File: src/rtl/eccl_pkg.sv
package eccl_pkg;

    localparam int LANES  = 2;
    localparam int BYTE_W = 8;
    localparam int HAM_W  = 4;
    localparam int CHK_W  = HAM_W + 1;
    localparam int DQ_W   = 32;
    localparam int CHK_BASE = LANES * BYTE_W;

    typedef enum logic [1:0] {
        RSP_OKAY   = 2'b00,
        RSP_SLVERR = 2'b10
    } rsp_e;

    typedef enum logic [1:0] {
        CLS_CLEAN,
        CLS_FIXED,
        CLS_FATAL
    } cls_e;

    typedef enum logic {
        LOG_EMPTY,
        LOG_HELD
    } log_state_e;

    // Hamming position of data bit i in a 12-position codeword
    function automatic logic [HAM_W-1:0] ham_pos(input int i);
        logic [HAM_W-1:0] p;
        unique case (i)
            0: p = 4'd3;
            1: p = 4'd5;
            2: p = 4'd6;
            3: p = 4'd7;
            4: p = 4'd9;
            5: p = 4'd10;
            6: p = 4'd11;
            default: p = 4'd12;
        endcase
        return p;
    endfunction

    function automatic logic [HAM_W-1:0] ham_bits(input logic [BYTE_W-1:0] d);
        logic [HAM_W-1:0] c;
        logic [HAM_W-1:0] p;
        c = '0;
        for (int i = 0; i < BYTE_W; i++) begin
            p = ham_pos(i);
            for (int k = 0; k < HAM_W; k++) begin
                if (p[k]) c[k] = c[k] ^ d[i];
            end
        end
        return c;
    endfunction

    function automatic logic [CHK_W-1:0] ecc_gen(input logic [BYTE_W-1:0] d);
        logic [HAM_W-1:0] c;
        c = ham_bits(d);
        return {(^d) ^ (^c), c};
    endfunction

endpackage

File: src/rtl/ecc_lane_dec.sv
module ecc_lane_dec
    import eccl_pkg::*;
(
    input  logic [BYTE_W-1:0] data,
    input  logic [CHK_W-1:0]  chk,
    input  logic              sel,
    output logic [BYTE_W-1:0] fixed,
    output cls_e              cls
);

    logic [HAM_W-1:0] syn;
    logic             par_err;

    assign syn     = ham_bits(data) ^ chk[HAM_W-1:0];
    assign par_err = ^{data, chk};

    always_comb begin
        fixed = data;
        cls   = CLS_CLEAN;
        if (sel) begin
            if (syn == '0) begin
                // only the overall parity bit can be wrong here
                cls = par_err ? CLS_FIXED : CLS_CLEAN;
            end else if (!par_err) begin
                cls = CLS_FATAL;
            end else if (syn > 4'd12) begin
                cls = CLS_FATAL;
            end else begin
                cls = CLS_FIXED;
                for (int i = 0; i < BYTE_W; i++) begin
                    if (ham_pos(i) == syn) fixed[i] = ~data[i];
                end
            end
        end
    end

endmodule

File: src/rtl/ecc_err_log.sv
module ecc_err_log
    import eccl_pkg::*;
#(
    parameter int ADDR_W = 28,
    parameter int CNT_W  = 8
) (
    input  logic              clk,
    input  logic              rst_n,
    input  logic              capture,
    input  logic              clear,
    input  logic [ADDR_W-1:0] addr_in,
    input  logic [LANES-1:0]  lanes_in,
    output logic              valid,
    output logic [ADDR_W-1:0] addr,
    output logic [LANES-1:0]  lanes,
    output logic [CNT_W-1:0]  count
);

    localparam logic [CNT_W-1:0] CNT_MAX = {CNT_W{1'b1}};

    log_state_e state, state_nxt;
    logic       load;

    always_ff @(posedge clk or negedge rst_n) begin
        if (!rst_n) state <= LOG_EMPTY;
        else        state <= state_nxt;
    end

    always_comb begin
        state_nxt = state;
        load      = 1'b0;
        unique case (state)
            LOG_EMPTY: begin
                if (capture) begin
                    state_nxt = LOG_HELD;
                    load      = 1'b1;
                end
            end
            LOG_HELD: begin
                if (clear) begin
                    if (capture) load = 1'b1;
                    else         state_nxt = LOG_EMPTY;
                end
            end
        endcase
    end

    always_ff @(posedge clk or negedge rst_n) begin
        if (!rst_n) begin
            addr  <= '0;
            lanes <= '0;
        end else if (load) begin
            addr  <= addr_in;
            lanes <= lanes_in;
        end
    end

    always_ff @(posedge clk or negedge rst_n) begin
        if (!rst_n)                           count <= '0;
        else if (capture && count != CNT_MAX) count <= count + 1'b1;
    end

    assign valid = (state == LOG_HELD);

endmodule

File: src/rtl/ecc_lane_datapath.sv
module ecc_lane_datapath
    import eccl_pkg::*;
#(
    parameter int COL_W  = 10,
    parameter int ROW_W  = 15,
    parameter int BANK_W = 3,
    parameter int CNT_W  = 8
) (
    input  logic                  clk,
    input  logic                  rst_n,
    input  logic [15:0]           wr_data,
    output logic [31:0]           wr_dq,
    input  logic                  rd_valid,
    input  logic [31:0]           rd_dq,
    input  logic [1:0]            rd_be,
    input  logic [COL_W-1:0]      rd_col,
    input  logic [ROW_W-1:0]      rd_row,
    input  logic [BANK_W-1:0]     rd_bank,
    input  logic                  clr_ce,
    input  logic                  clr_ue,
    output logic                  rsp_valid,
    output logic [15:0]           rsp_data,
    output logic [1:0]            rsp_code,
    output logic                  ce_valid,
    output logic [COL_W-1:0]      ce_col,
    output logic [ROW_W-1:0]      ce_row,
    output logic [BANK_W-1:0]     ce_bank,
    output logic [1:0]            ce_lanes,
    output logic [CNT_W-1:0]      ce_count,
    output logic                  ue_valid,
    output logic [COL_W-1:0]      ue_col,
    output logic [ROW_W-1:0]      ue_row,
    output logic [BANK_W-1:0]     ue_bank,
    output logic [1:0]            ue_lanes,
    output logic [CNT_W-1:0]      ue_count
);

    localparam int ADDR_W = COL_W + ROW_W + BANK_W;
    localparam int SPARE  = BYTE_W - CHK_W;

    cls_e                    lane_cls [LANES];
    logic [LANES-1:0]        lane_bad;
    logic [LANES-1:0]        lane_fatal;
    logic [LANES*BYTE_W-1:0] fix_data;
    logic [LANES*SPARE-1:0]  unused_spare;
    logic                    ce_hit;
    logic                    ue_hit;
    logic [ADDR_W-1:0]       rd_addr;
    logic [ADDR_W-1:0]       ce_addr;
    logic [ADDR_W-1:0]       ue_addr;

    for (genvar l = 0; l < LANES; l++) begin : g_lane
        localparam int D_LSB = l * BYTE_W;
        localparam int C_LSB = CHK_BASE + l * BYTE_W;

        assign wr_dq[D_LSB +: BYTE_W]         = wr_data[D_LSB +: BYTE_W];
        assign wr_dq[C_LSB +: CHK_W]          = ecc_gen(wr_data[D_LSB +: BYTE_W]);
        assign wr_dq[C_LSB + CHK_W +: SPARE]  = '0;
        assign unused_spare[l*SPARE +: SPARE] = rd_dq[C_LSB + CHK_W +: SPARE];

        ecc_lane_dec u_dec (
            .data  (rd_dq[D_LSB +: BYTE_W]),
            .chk   (rd_dq[C_LSB +: CHK_W]),
            .sel   (rd_be[l]),
            .fixed (fix_data[D_LSB +: BYTE_W]),
            .cls   (lane_cls[l])
        );

        assign lane_bad[l]   = (lane_cls[l] != CLS_CLEAN);
        assign lane_fatal[l] = (lane_cls[l] == CLS_FATAL);
    end

    assign ue_hit  = rd_valid && (|lane_fatal);
    assign ce_hit  = rd_valid && (|lane_bad) && !(|lane_fatal);
    assign rd_addr = {rd_bank, rd_row, rd_col};

    always_ff @(posedge clk or negedge rst_n) begin
        if (!rst_n) begin
            rsp_valid <= 1'b0;
            rsp_data  <= '0;
            rsp_code  <= RSP_OKAY;
        end else begin
            rsp_valid <= rd_valid;
            if (rd_valid) begin
                rsp_data <= fix_data;
                rsp_code <= (|lane_fatal) ? RSP_SLVERR : RSP_OKAY;
            end
        end
    end

    ecc_err_log #(.ADDR_W(ADDR_W), .CNT_W(CNT_W)) u_ce_log (
        .clk      (clk),
        .rst_n    (rst_n),
        .capture  (ce_hit),
        .clear    (clr_ce),
        .addr_in  (rd_addr),
        .lanes_in (lane_bad),
        .valid    (ce_valid),
        .addr     (ce_addr),
        .lanes    (ce_lanes),
        .count    (ce_count)
    );

    ecc_err_log #(.ADDR_W(ADDR_W), .CNT_W(CNT_W)) u_ue_log (
        .clk      (clk),
        .rst_n    (rst_n),
        .capture  (ue_hit),
        .clear    (clr_ue),
        .addr_in  (rd_addr),
        .lanes_in (lane_bad),
        .valid    (ue_valid),
        .addr     (ue_addr),
        .lanes    (ue_lanes),
        .count    (ue_count)
    );

    assign {ce_bank, ce_row, ce_col} = ce_addr;
    assign {ue_bank, ue_row, ue_col} = ue_addr;

endmodule

File: config.mk
export PLATFORM = sky130hd
export DESIGN_NAME = ecc_lane_datapath
export DESIGN_NICKNAME = d
export VERILOG_FILES = /design/src/rtl/eccl_pkg.sv /design/src/rtl/ecc_lane_dec.sv /design/src/rtl/ecc_err_log.sv /design/src/rtl/ecc_lane_datapath.sv
export SDC_FILE = /design/constraint.sdc
export NUM_CORES = 1
export LEC_CHECK = 0
export BUFFER_PORTS_ARGS = -buffer_cell sky130_fd_sc_hd__buf_4
export CORE_UTILIZATION = 40
export DETAILED_ROUTE_END_ITERATION = 12
export GPL_ROUTABILITY_DRIVEN = 0
export PLACE_DENSITY = 0.71
export SLEW_MARGIN = 10
export SYNTH_ARGS = -nofsm -noshare
export SYNTH_HDL_FRONTEND = slang
export SYNTH_SLANG_ARGS = --single-unit
File: constraint.sdc
create_clock -name clk -period 1.5 [get_ports clk]
set_input_delay 0.225 -clock clk [delete_from_list [all_inputs] [get_ports clk]]
set_output_delay 0.225 -clock clk [all_outputs]
set_load 0.05 [all_outputs]
# Word level (Yosys, flattened, before mapping)
# Cells that the tools add are included.
classes:
  n_lt_le_gt_ge: 2
  eq_ne: 20
  n_addsub: 2
  n_bitwise: 78
  reduce_logical: 18
  mux: 109
op_table:
  columns: ["cell", "count"]
  rows:
  - ["two-way mux 4 bit", 64]
  - ["equality test 4 bit", 16]
  - ["two-way mux 8 bit", 8]
  - ["bitwise XOR 1 bit", 58]
  - ["XOR reduction 13 bit", 2]
  - ["two-way mux 1 bit", 24]
  - ["two-way mux 2 bit", 9]
  - ["NOT 1 bit", 18]
  - ["adder 8 x 1 -> 8 bit (second input constant)", 2]
  - ["inequality test 8 bit (second input constant)", 2]
  - ["XOR reduction 8 bit", 2]
  - ["greater-than comparator 4 bit (second input constant)", 2]
  - ["logical NOT 4 bit", 2]
  - ["case mux 1 bit (2 select lines)", 4]
  - ["XOR reduction 4 bit", 2]
  - ["bitwise XOR 4 bit", 2]
  - ["logical AND 1 bit", 5]
  - ["equality test 2 bit (second input constant)", 2]
  - ["nonzero test 2 bit", 2]
  - ["OR reduction 2 bit", 2]
  - ["logical NOT 1 bit", 1]
totals:
  word_cells: 240
  reg_bits: 97

# Depth between registers and ports, before layout
# Gate-level depths: netlist (run 1).
logic_depth:
  word_depth: 17
  depth_mapped: 9

# Modules after synthesis
# Synthesis (run 1) repeated with hierarchy kept, for this count alone.
hier_totals:
  cells_unflattened: 417
  hier_area_um2: 5275.1
by_module_without_submodules:
  columns: ["mod", "area_per_inst_um2", "seq_area_each_um2", "cells_per_inst", "n_inst"]
  rows:
  - ["ecc_err_log", 1536.5, 975.9, 103, 2]
  - ["ecc_lane_datapath", 1174.9, 450.4, 96, 1]
  - ["ecc_lane_dec at g_lane[0].u_dec", 536.8, 0.0, 64, 1]
  - ["ecc_lane_dec at g_lane[1].u_dec", 490.5, 0.0, 51, 1]

# Worst setup path before layout (run 1)
# Ideal clock, no wire load.
synth_timing:
  kind: "input to output"
  startpoint: "in wr_data[3]"
  endpoint: "out wr_dq[20]"
  t_arrival_ns: 2.358
  path_stages: 4
  setup_slack_ns: -1.083
  required_ns: 1.275
  cell_sequence: "xor2_1 xnor2_1 xnor2_1 xnor2_1"
synth_between:
  elab_cells_between_ends: 11
synth_rtl:
  columns: ["item", "line", "source"]
  rows:
  - ["start, declared", "ecc_lane_datapath.sv:11", "input logic [15:0] wr_data,"]
  - ["bitwise XOR 1 bit (2 in series)", "eccl_pkg.sv:49", "if (p[k]) c[k] = c[k] ^ d[i];"]
  - ["via wr_dq[18]", "ecc_lane_datapath.sv:12", "output logic [31:0] wr_dq,"]
  - ["XOR reduction 4 bit", "eccl_pkg.sv:58", "return {(^d) ^ (^c), c};"]
  - ["bitwise XOR 1 bit", "eccl_pkg.sv:58", null]
  - ["end, declared", "ecc_lane_datapath.sv:12", null]
# The timed path passes the listed nets, and every way through them passes these cells.

# Worst setup path in the final report (run 1)
layout_timing:
  startpoint: "in rd_dq[2]"
  endpoint: "reg u_ce_log.addr[15]"
layout_between:
  elab_chain_cells: 17
  elab_cells_between_ends: 26
layout_rtl:
  columns: ["item", "line", "source"]
  rows:
  - ["start, declared", "ecc_lane_datapath.sv:14", "input logic [31:0] rd_dq,"]
  - ["bitwise XOR 1 bit (4 in series)", "eccl_pkg.sv:49", null]
  - ["bitwise XOR 4 bit", "ecc_lane_dec.sv:14", "assign syn = ham_bits(data) ^ chk[HAM_W-1:0];"]
  - ["greater-than comparator 4 bit", "ecc_lane_dec.sv:26", "end else if (syn > 4'd12) begin"]
  - ["two-way mux 2 bit", "ecc_lane_dec.sv:26", null]
  - ["two-way mux 2 bit", "ecc_lane_dec.sv:24", "end else if (!par_err) begin"]
  - ["two-way mux 2 bit *", "ecc_lane_dec.sv:21", "if (syn == '0) begin"]
  - ["two-way mux 2 bit *", "ecc_lane_dec.sv:20", "if (sel) begin"]
  - ["equality test 2 bit or nonzero test 2 bit (tied branches)", "ecc_lane_datapath.sv:70, ecc_lane_datapath.sv:69", null]
  - ["OR reduction 2 bit", "ecc_lane_datapath.sv:74", "assign ce_hit = rd_valid && (|lane_bad) && !(|lane_fatal);"]
  - ["logical NOT 1 bit or logical AND 1 bit (tied branches)", "ecc_lane_datapath.sv:74", null]
  - ["logical AND 1 bit *", "ecc_lane_datapath.sv:74", null]
  - ["two-way mux 1 bit *", "ecc_err_log.sv:34, ecc_err_log.sv:41", null]
  - ["two-way mux 1 bit", "ecc_err_log.sv:40", "if (clear) begin"]
  - ["case mux 1 bit (2 select lines) *", "ecc_err_log.sv:32", "unique case (state)"]
  - ["end signal, assigned", "ecc_err_log.sv:53", "addr <= addr_in;"]
  - ["end, declared", "ecc_err_log.sv:14", "output logic [ADDR_W-1:0] addr,"]
# Every way passes the cells marked *; elsewhere a longest branch is shown, timed or not.
# A chain may end at the register's enable or synchronous reset.

==> results.toml, run 1 <==
[synthesis]
synth-seq-cells = 96
avgSynthCellArea_um2 = 12.6
synth_edf_count = 0
ys_warn_count = 0
synth.area.mux_share = 0.161
synth_adder_area_share = 0.00478
ys_types = 46
synth-xor-area-share = 0.188
synthesis.instances = 416
synth_ff_type = "dfrtp_1"
synth_top_family_by_area = "XOR/XNOR gates"
async_flop_share = 1.00
yosys.area_share.simple = 0.0922
synth-seq-area-share = 0.459
syn_area_um2 = 5240
synth_compound_area_frac = 0.0380

[critical_path]
crit_path_start_kind = "input port"
worstSetupPathType = "in -> reg"
path_max_fanout = 18
critPathRequiredTime_ps = 1730
reg2reg_depth = 6
r2r-end = "u_ce_log.count[4]"
crit_arrival_ps = 2450
end_kind = "flop"
regToRegSetupSlack_ps = -120
regToRegStartpoint = "u_ce_log.count[0]"

[cells_and_area]
area_growth_pct = 70.3
drive_gt1_frac = 0.666
diodes = 0
layout.nets = 781

[drt]
routed-via-count = 4249
drc = 0
firstDrtPassIters = 4
drt_iter0_markers = 142
finalWirelength_um = 14900
avgViaCountPerCell = 4.87
ant_nets = 0
post_drt_wl_per_cell_um = 17.1

[run]
maxCapViolCount = 0

[global_routing]
track_usage = 0.212
grt_pass1_vias = 4418
antenna_found_initial = 0
grt_max_degree = 97
grt_pass1_wl_um = 21800
grt_overflow = 0

[sta]
maxSlewViolCount = 0
fin_setup_tns_ps = -56150
worst_pin_slew_ps = 573
timing.final.ws_setup_ps = -715
fmax_mhz = 451
fin_crit_ps = 2220
finalSetupViolCount = 96
slew-limit-headroom = 0.615
finalCritPeriodShare = 1.48
hold_slack_ps = 62.3
hold_viol = 0
rsz0062_at_grt = "yes"
finalClockSkew_ps = 6.40

[die]
die_area_um2 = 13600
rows = 41
die_w_um = 116
fp.coreArea_um2 = 12700
ioPinCount = 212
die_height_um = 116
initial_core_util = 0.413

[clock_network]
cts_tree = "yes"
cts_buffers = 9
clk_latency_ps = 340
path_clk_slew_ps = 70
h-tree-depth = 3
cts_root_buffer = "clkbuf_16"
cts_buffer_depth = 2
clock-sinks = 96

[worst_hold_path]
hold_path_depth = 1
hp-start = "rd_valid"
hold_path.class = "in -> reg"
worst_hold_path.endpoint = "rsp_valid"

[power_and_ir_drop]
peakVddDrop_mv = 0.774
p_leak_nw = 4.29
p_per_area_nw_per_um2 = 2070

[placement]
numPortBuffers = 198
dp_hpwl_um = 10100

[status]
failed_checks = "negative setup slack"
status = "finished, violations left"
==> sequential cells by signal (all words and copies together), names as in the netlist <==
name,cells
u_ce_log.count,8
rsp_code,1
u_ue_log.addr,28
rsp_data,16
u_ue_log.count,8
u_ce_log.lanes,2
u_ce_log.addr,28
u_ue_log.lanes,2
rsp_valid,1
u_ce_log.valid,1
u_ue_log.valid,1
==> worst max-delay path by stage <==
| stage | from | to |
|---|---|---|
| final | rd_dq[2] | u_ce_log.addr[15] |
| after global routing | rd_dq[14] | u_ce_log.addr[19] |
| after CTS | rd_dq[14] | u_ce_log.addr[15] |
| after detailed placement | rd_dq[2] | u_ce_log.count[7] |
| after global placement | rd_dq[2] | u_ce_log.count[7] |
| after floorplan | rd_dq[27] | u_ue_log.addr[19] |
==> cell families (layout without fill, tap and decap cells) <==
family / count (synthesis) / in the layout
adder cells (fa/ha/maj): 2 / 2
multiplexers: 62 / 62
XOR/XNOR: 91 / 91
AND/OR/NAND/NOR: 92 / 92
flip-flops: 96 / 96
AO/OA/AOI/OAI: 31 / 31
other: 1 / 7
buffers and inverters: 41 / 320
==> synthesized netlist by cell type, drive strengths merged (2+ instances only) <==
library cell	instances	area, um2
clkbuf	4	15.0
xor3	2	47.6
dfrtp	96	2400
xnor2	51	454
a21oi	17	85.1
nand2b	5	31.3
xnor3	11	249
nand2	15	56.3
a31oi	3	33.8
nand3	12	60.1
a211oi	2	20.0
o21ai	4	20.0
nor4	5	31.3
a41oi	2	17.5
buf	32	262
nor2	30	115
ha	2	25.0
xor2	27	236
inv	5	18.8
nor3	8	40.0
nand4	6	52.6
mux2	61	833
and3	3	18.8
nor4b	3	32.5
==> critical path: stages <==
cell and delay [ps]:
buf_6 90, xnor3_2 450, xnor3_2 370, a211oi_4 310, a31oi_4 60, a31oi_4 220
nand4_4 190, buf_12 220, mux2_4 300
==> layer usage <==
layer	vias to the layer above	wire, um	GRT usage
met5	-	0	0
met4	0	378	0.0872
met3	33	1070	0.0560
met2	179	7820	0.378
met1	2076	5630	0.240
li1	1961	-	-
==> layout by cell type (no fill, tap or decap), drive strengths merged, types with 3 or more instances in the layout <==
master | Yosys | routed
buf | 32 | 298
dfrtp | 96 | 96
mux2 | 61 | 61
xnor2 | 51 | 51
nor2 | 30 | 30
xor2 | 27 | 27
a21oi | 17 | 17
nand2 | 15 | 15
nand3 | 12 | 12
xnor3 | 11 | 11
clkbuf | 4 | 9
inv | 5 | 9
nor3 | 8 | 8
conb | 1 | 7
nand4 | 6 | 6
nand2b | 5 | 5
nor4 | 5 | 5
o21ai | 4 | 4
a31oi | 3 | 3
and3 | 3 | 3
nor4b | 3 | 3
==> final cells by class <==
type                    instances  area (um2)
repair buffers                299        2460
fillers                       848        3750
inverters                       5        21.3
well taps                     172         215
flip-flops and latches         96        2400
multi-input cells             285        3530
clock buffers                   9         225
clock inverters                 7        61.3
==> power by group <==
group	total (mW)	internal [mW]	leakage (nW)	switching [mW]
registers	4.33	3.66	1.14	0.671
logic	11.9	4.84	3.02	7.10
clock network	2.22	1.16	0.140	1.06
total	18.5	9.66	4.29	8.84
==> stage by stage <==
stage                     setup slack, ps   util  cell area [um2]  cells  total power [mW]
after floorplan                      -827      -             5570    422              11.5
after global placement              -1140  0.608             7700    841              14.8
after detailed placement            -1230  0.608             7700    841              15.0
after CTS                            -705  0.678             8600    870              18.1
after global routing                 -774  0.704             8920    873              19.3
final                                -715  0.704             8920    873              18.5
==> repair_timing <==
| action | in CTS | in global routing |
|---|---|---|
| setup buffers | 13 | 4 |
| hold buffers | 1 | 0 |
| pin swaps | 37 | 22 |
| setup endpoints to repair | 100 | 98 |
| hold endpoints to repair | 96 | 0 |
| gates resized for setup | 95 | 51 |
No activity file was read; power rests on OpenSTA's default activity.
==> run 2: changes to the inputs <==
--- a/config.mk
+++ b/config.mk
@@ -6,10 +6,11 @@
 export NUM_CORES = 1
 export LEC_CHECK = 0
 export BUFFER_PORTS_ARGS = -buffer_cell sky130_fd_sc_hd__buf_4
-export CORE_UTILIZATION = 40
+export CORE_UTILIZATION = 44
 export DETAILED_ROUTE_END_ITERATION = 12
 export GPL_ROUTABILITY_DRIVEN = 0
-export PLACE_DENSITY = 0.71
+export PLACE_DENSITY = 0.77
+export SETUP_SLACK_MARGIN = 0.1
 export SLEW_MARGIN = 10
 export SYNTH_ARGS = -nofsm -noshare
 export SYNTH_HDL_FRONTEND = slang
==> run 2 against run 1 <==
Effect of this change: the flow finishes with violations (design-rule violations, negative setup slack); hold slack gained 6.4 ps; critical path depth is 1 lower; clock skew is 1.1 ps higher; non-clock buffer count up 10; wire length grew 9.5%; critical endpoint is now u_ce_log.count[1]; design area is 1.5% higher; power rose by 1.4%; combinational power barely moved.
==> results.toml, run 2 (synthesis gave the netlist of run 1 again) <==
[global_routing]
grt_overflow = 0
grt_max_degree = 38
grt_pass1_vias = 4630
antenna_found_initial = 0
track_usage = 0.249
grt_pass1_wl_um = 24100

[die]
die_area_um2 = 12300
die_height_um = 111
rows = 39
ioPinCount = 212
initial_core_util = 0.455
fp.coreArea_um2 = 11500
die_w_um = 111

[critical_path]
crit_path_start_kind = "input port"
regToRegSetupSlack_ps = -170
path_max_fanout = 5
critPathRequiredTime_ps = 1720
end_kind = "flop"
cp-endpoint = "u_ce_log.count[1]"
regToRegStartpoint = "u_ce_log.count[1]"
crit_arrival_ps = 2480
reg2reg_depth = 6
r2r-end = "u_ce_log.count[6]"
worstSetupPathType = "in -> reg"
startpoint = "rd_dq[14]"

[cells_and_area]
final_common_cell = "buf_4"
multi_input_area_um2 = 3500
fill_cells = 630
final_cell_mix = "buf_4 (256), dfrtp_1 (96), mux2_4 (40)"
area_growth_pct = 73.0
diodes = 0
drive_gt1_frac = 0.679
seq_area_um2 = 2400
top_regs = "u_ce_log.addr x28, u_ue_log.addr x28, rsp_data x16"
layout.nets = 791

[drt]
finalWirelength_um = 16300
drc = 40
wl_met1_um = 5790
wl_met3_um = 996
avgViaCountPerCell = 5.16
top_layer = "met4"
firstDrtPassIters = 8
drt_iter0_markers = 216
routed-via-count = 4405
ant_nets = 0
route.met2.wl_um = 8990
post_drt_wl_per_cell_um = 19.1

[sta]
fmax_mhz = 443
timing.final.ws_setup_ps = -756
finalClockSkew_ps = 7.49
finalSetupViolCount = 96
rsz0062_at_grt = "yes"
fin_crit_ps = 2260
fin_setup_tns_ps = -60680
hold_viol = 0
finalCritPeriodShare = 1.50
maxSlewViolCount = 0

[power_and_ir_drop]
p_per_area_nw_per_um2 = 2070
p_leak_nw = 4.34
peakVddDrop_mv = 1.03
finalPower_mw = 18.8

[worst_hold_path]
hold_path.class = "in -> reg"
hold_path_depth = 1

[clock_network]
cts_root_buffer = "clkbuf_16"
cts_tree = "yes"
clk_latency_ps = 340
cts_buffers = 9
cts_buffer_depth = 2
h-tree-depth = 3
clock-sinks = 96
path_clk_slew_ps = 70

[run]
maxCapViolCount = 0

[status]
failed_checks = "design-rule violations, negative setup slack"
status = "finished, violations left"

[placement]
dp_hpwl_um = 10400
numPortBuffers = 198
## run 2: cell types whose count changed in the layout (fill, tap and decap cells not counted), sizes merged
cell      change
buf          +10
inv           -3
bufinv        +2
clkinv        +1
clkinvlp      -1
## run 2: critical path, stage by stage
cell and delay (ps):
buf_8 100, xnor3_2 460, xor3_1 490, o21a_1 260
a31oi_4 220, buf_6 180, and4b_1 240, mux2_4 300
## run 2: routing by layer
layer,up-vias,GRT usage
met4,0,0.0955
li1,1966,-
met1,2169,0.281
met5,-,0
met2,216,0.463
met3,54,0.0448
## run 2: area by class of cell
cell class | instances | area share
tap | 143 | 0.0197
inverter | 5 | 0.00235
multi-input combinational | 285 | 0.386
clock inverter | 6 | 0.00925
clock buffer | 9 | 0.0249
sequential | 96 | 0.265
timing repair buffer | 309 | 0.292
## run 2: how the worst min path moves through the flow
stage                     startpoint                end  slack (ps)
final                       rd_valid          rsp_valid          70
after global routing        rd_valid          rsp_valid          50
after CTS                   rd_valid          rsp_valid          40
after detailed placement       rst_n  u_ce_log.addr[13]         170
after global placement         rst_n  u_ce_log.addr[13]         170
after floorplan                rst_n        rsp_code[1]         -70
## run 2: through the flow
stage	instances	utilization	hold slack [ps]	setup slack [ps]	area (um2)
after detailed placement	814	0.668	170	-1160	7690
after CTS	845	0.754	43.3	-668	8690
after global placement	814	0.668	167	-1110	7690
final	853	0.787	68.7	-756	9060
after floorplan	422	-	-70.6	-827	5580
after global routing	853	0.787	47.6	-776	9060
## run 2: power by group
| part | internal [mW] | switching (mW) |
|---|---|---|
| clock | 1.45 | 0.963 |
| combinational | 4.83 | 7.17 |
| sequential | 3.66 | 0.687 |
## run 2: what timing repair did
action	4_1_cts	5_1_grt
pin swaps	51	43
hold buffers	1	0
setup endpoints to repair	102	101
buffers inserted	16	10
gates resized for setup	106	53
hold endpoints to repair	24	0
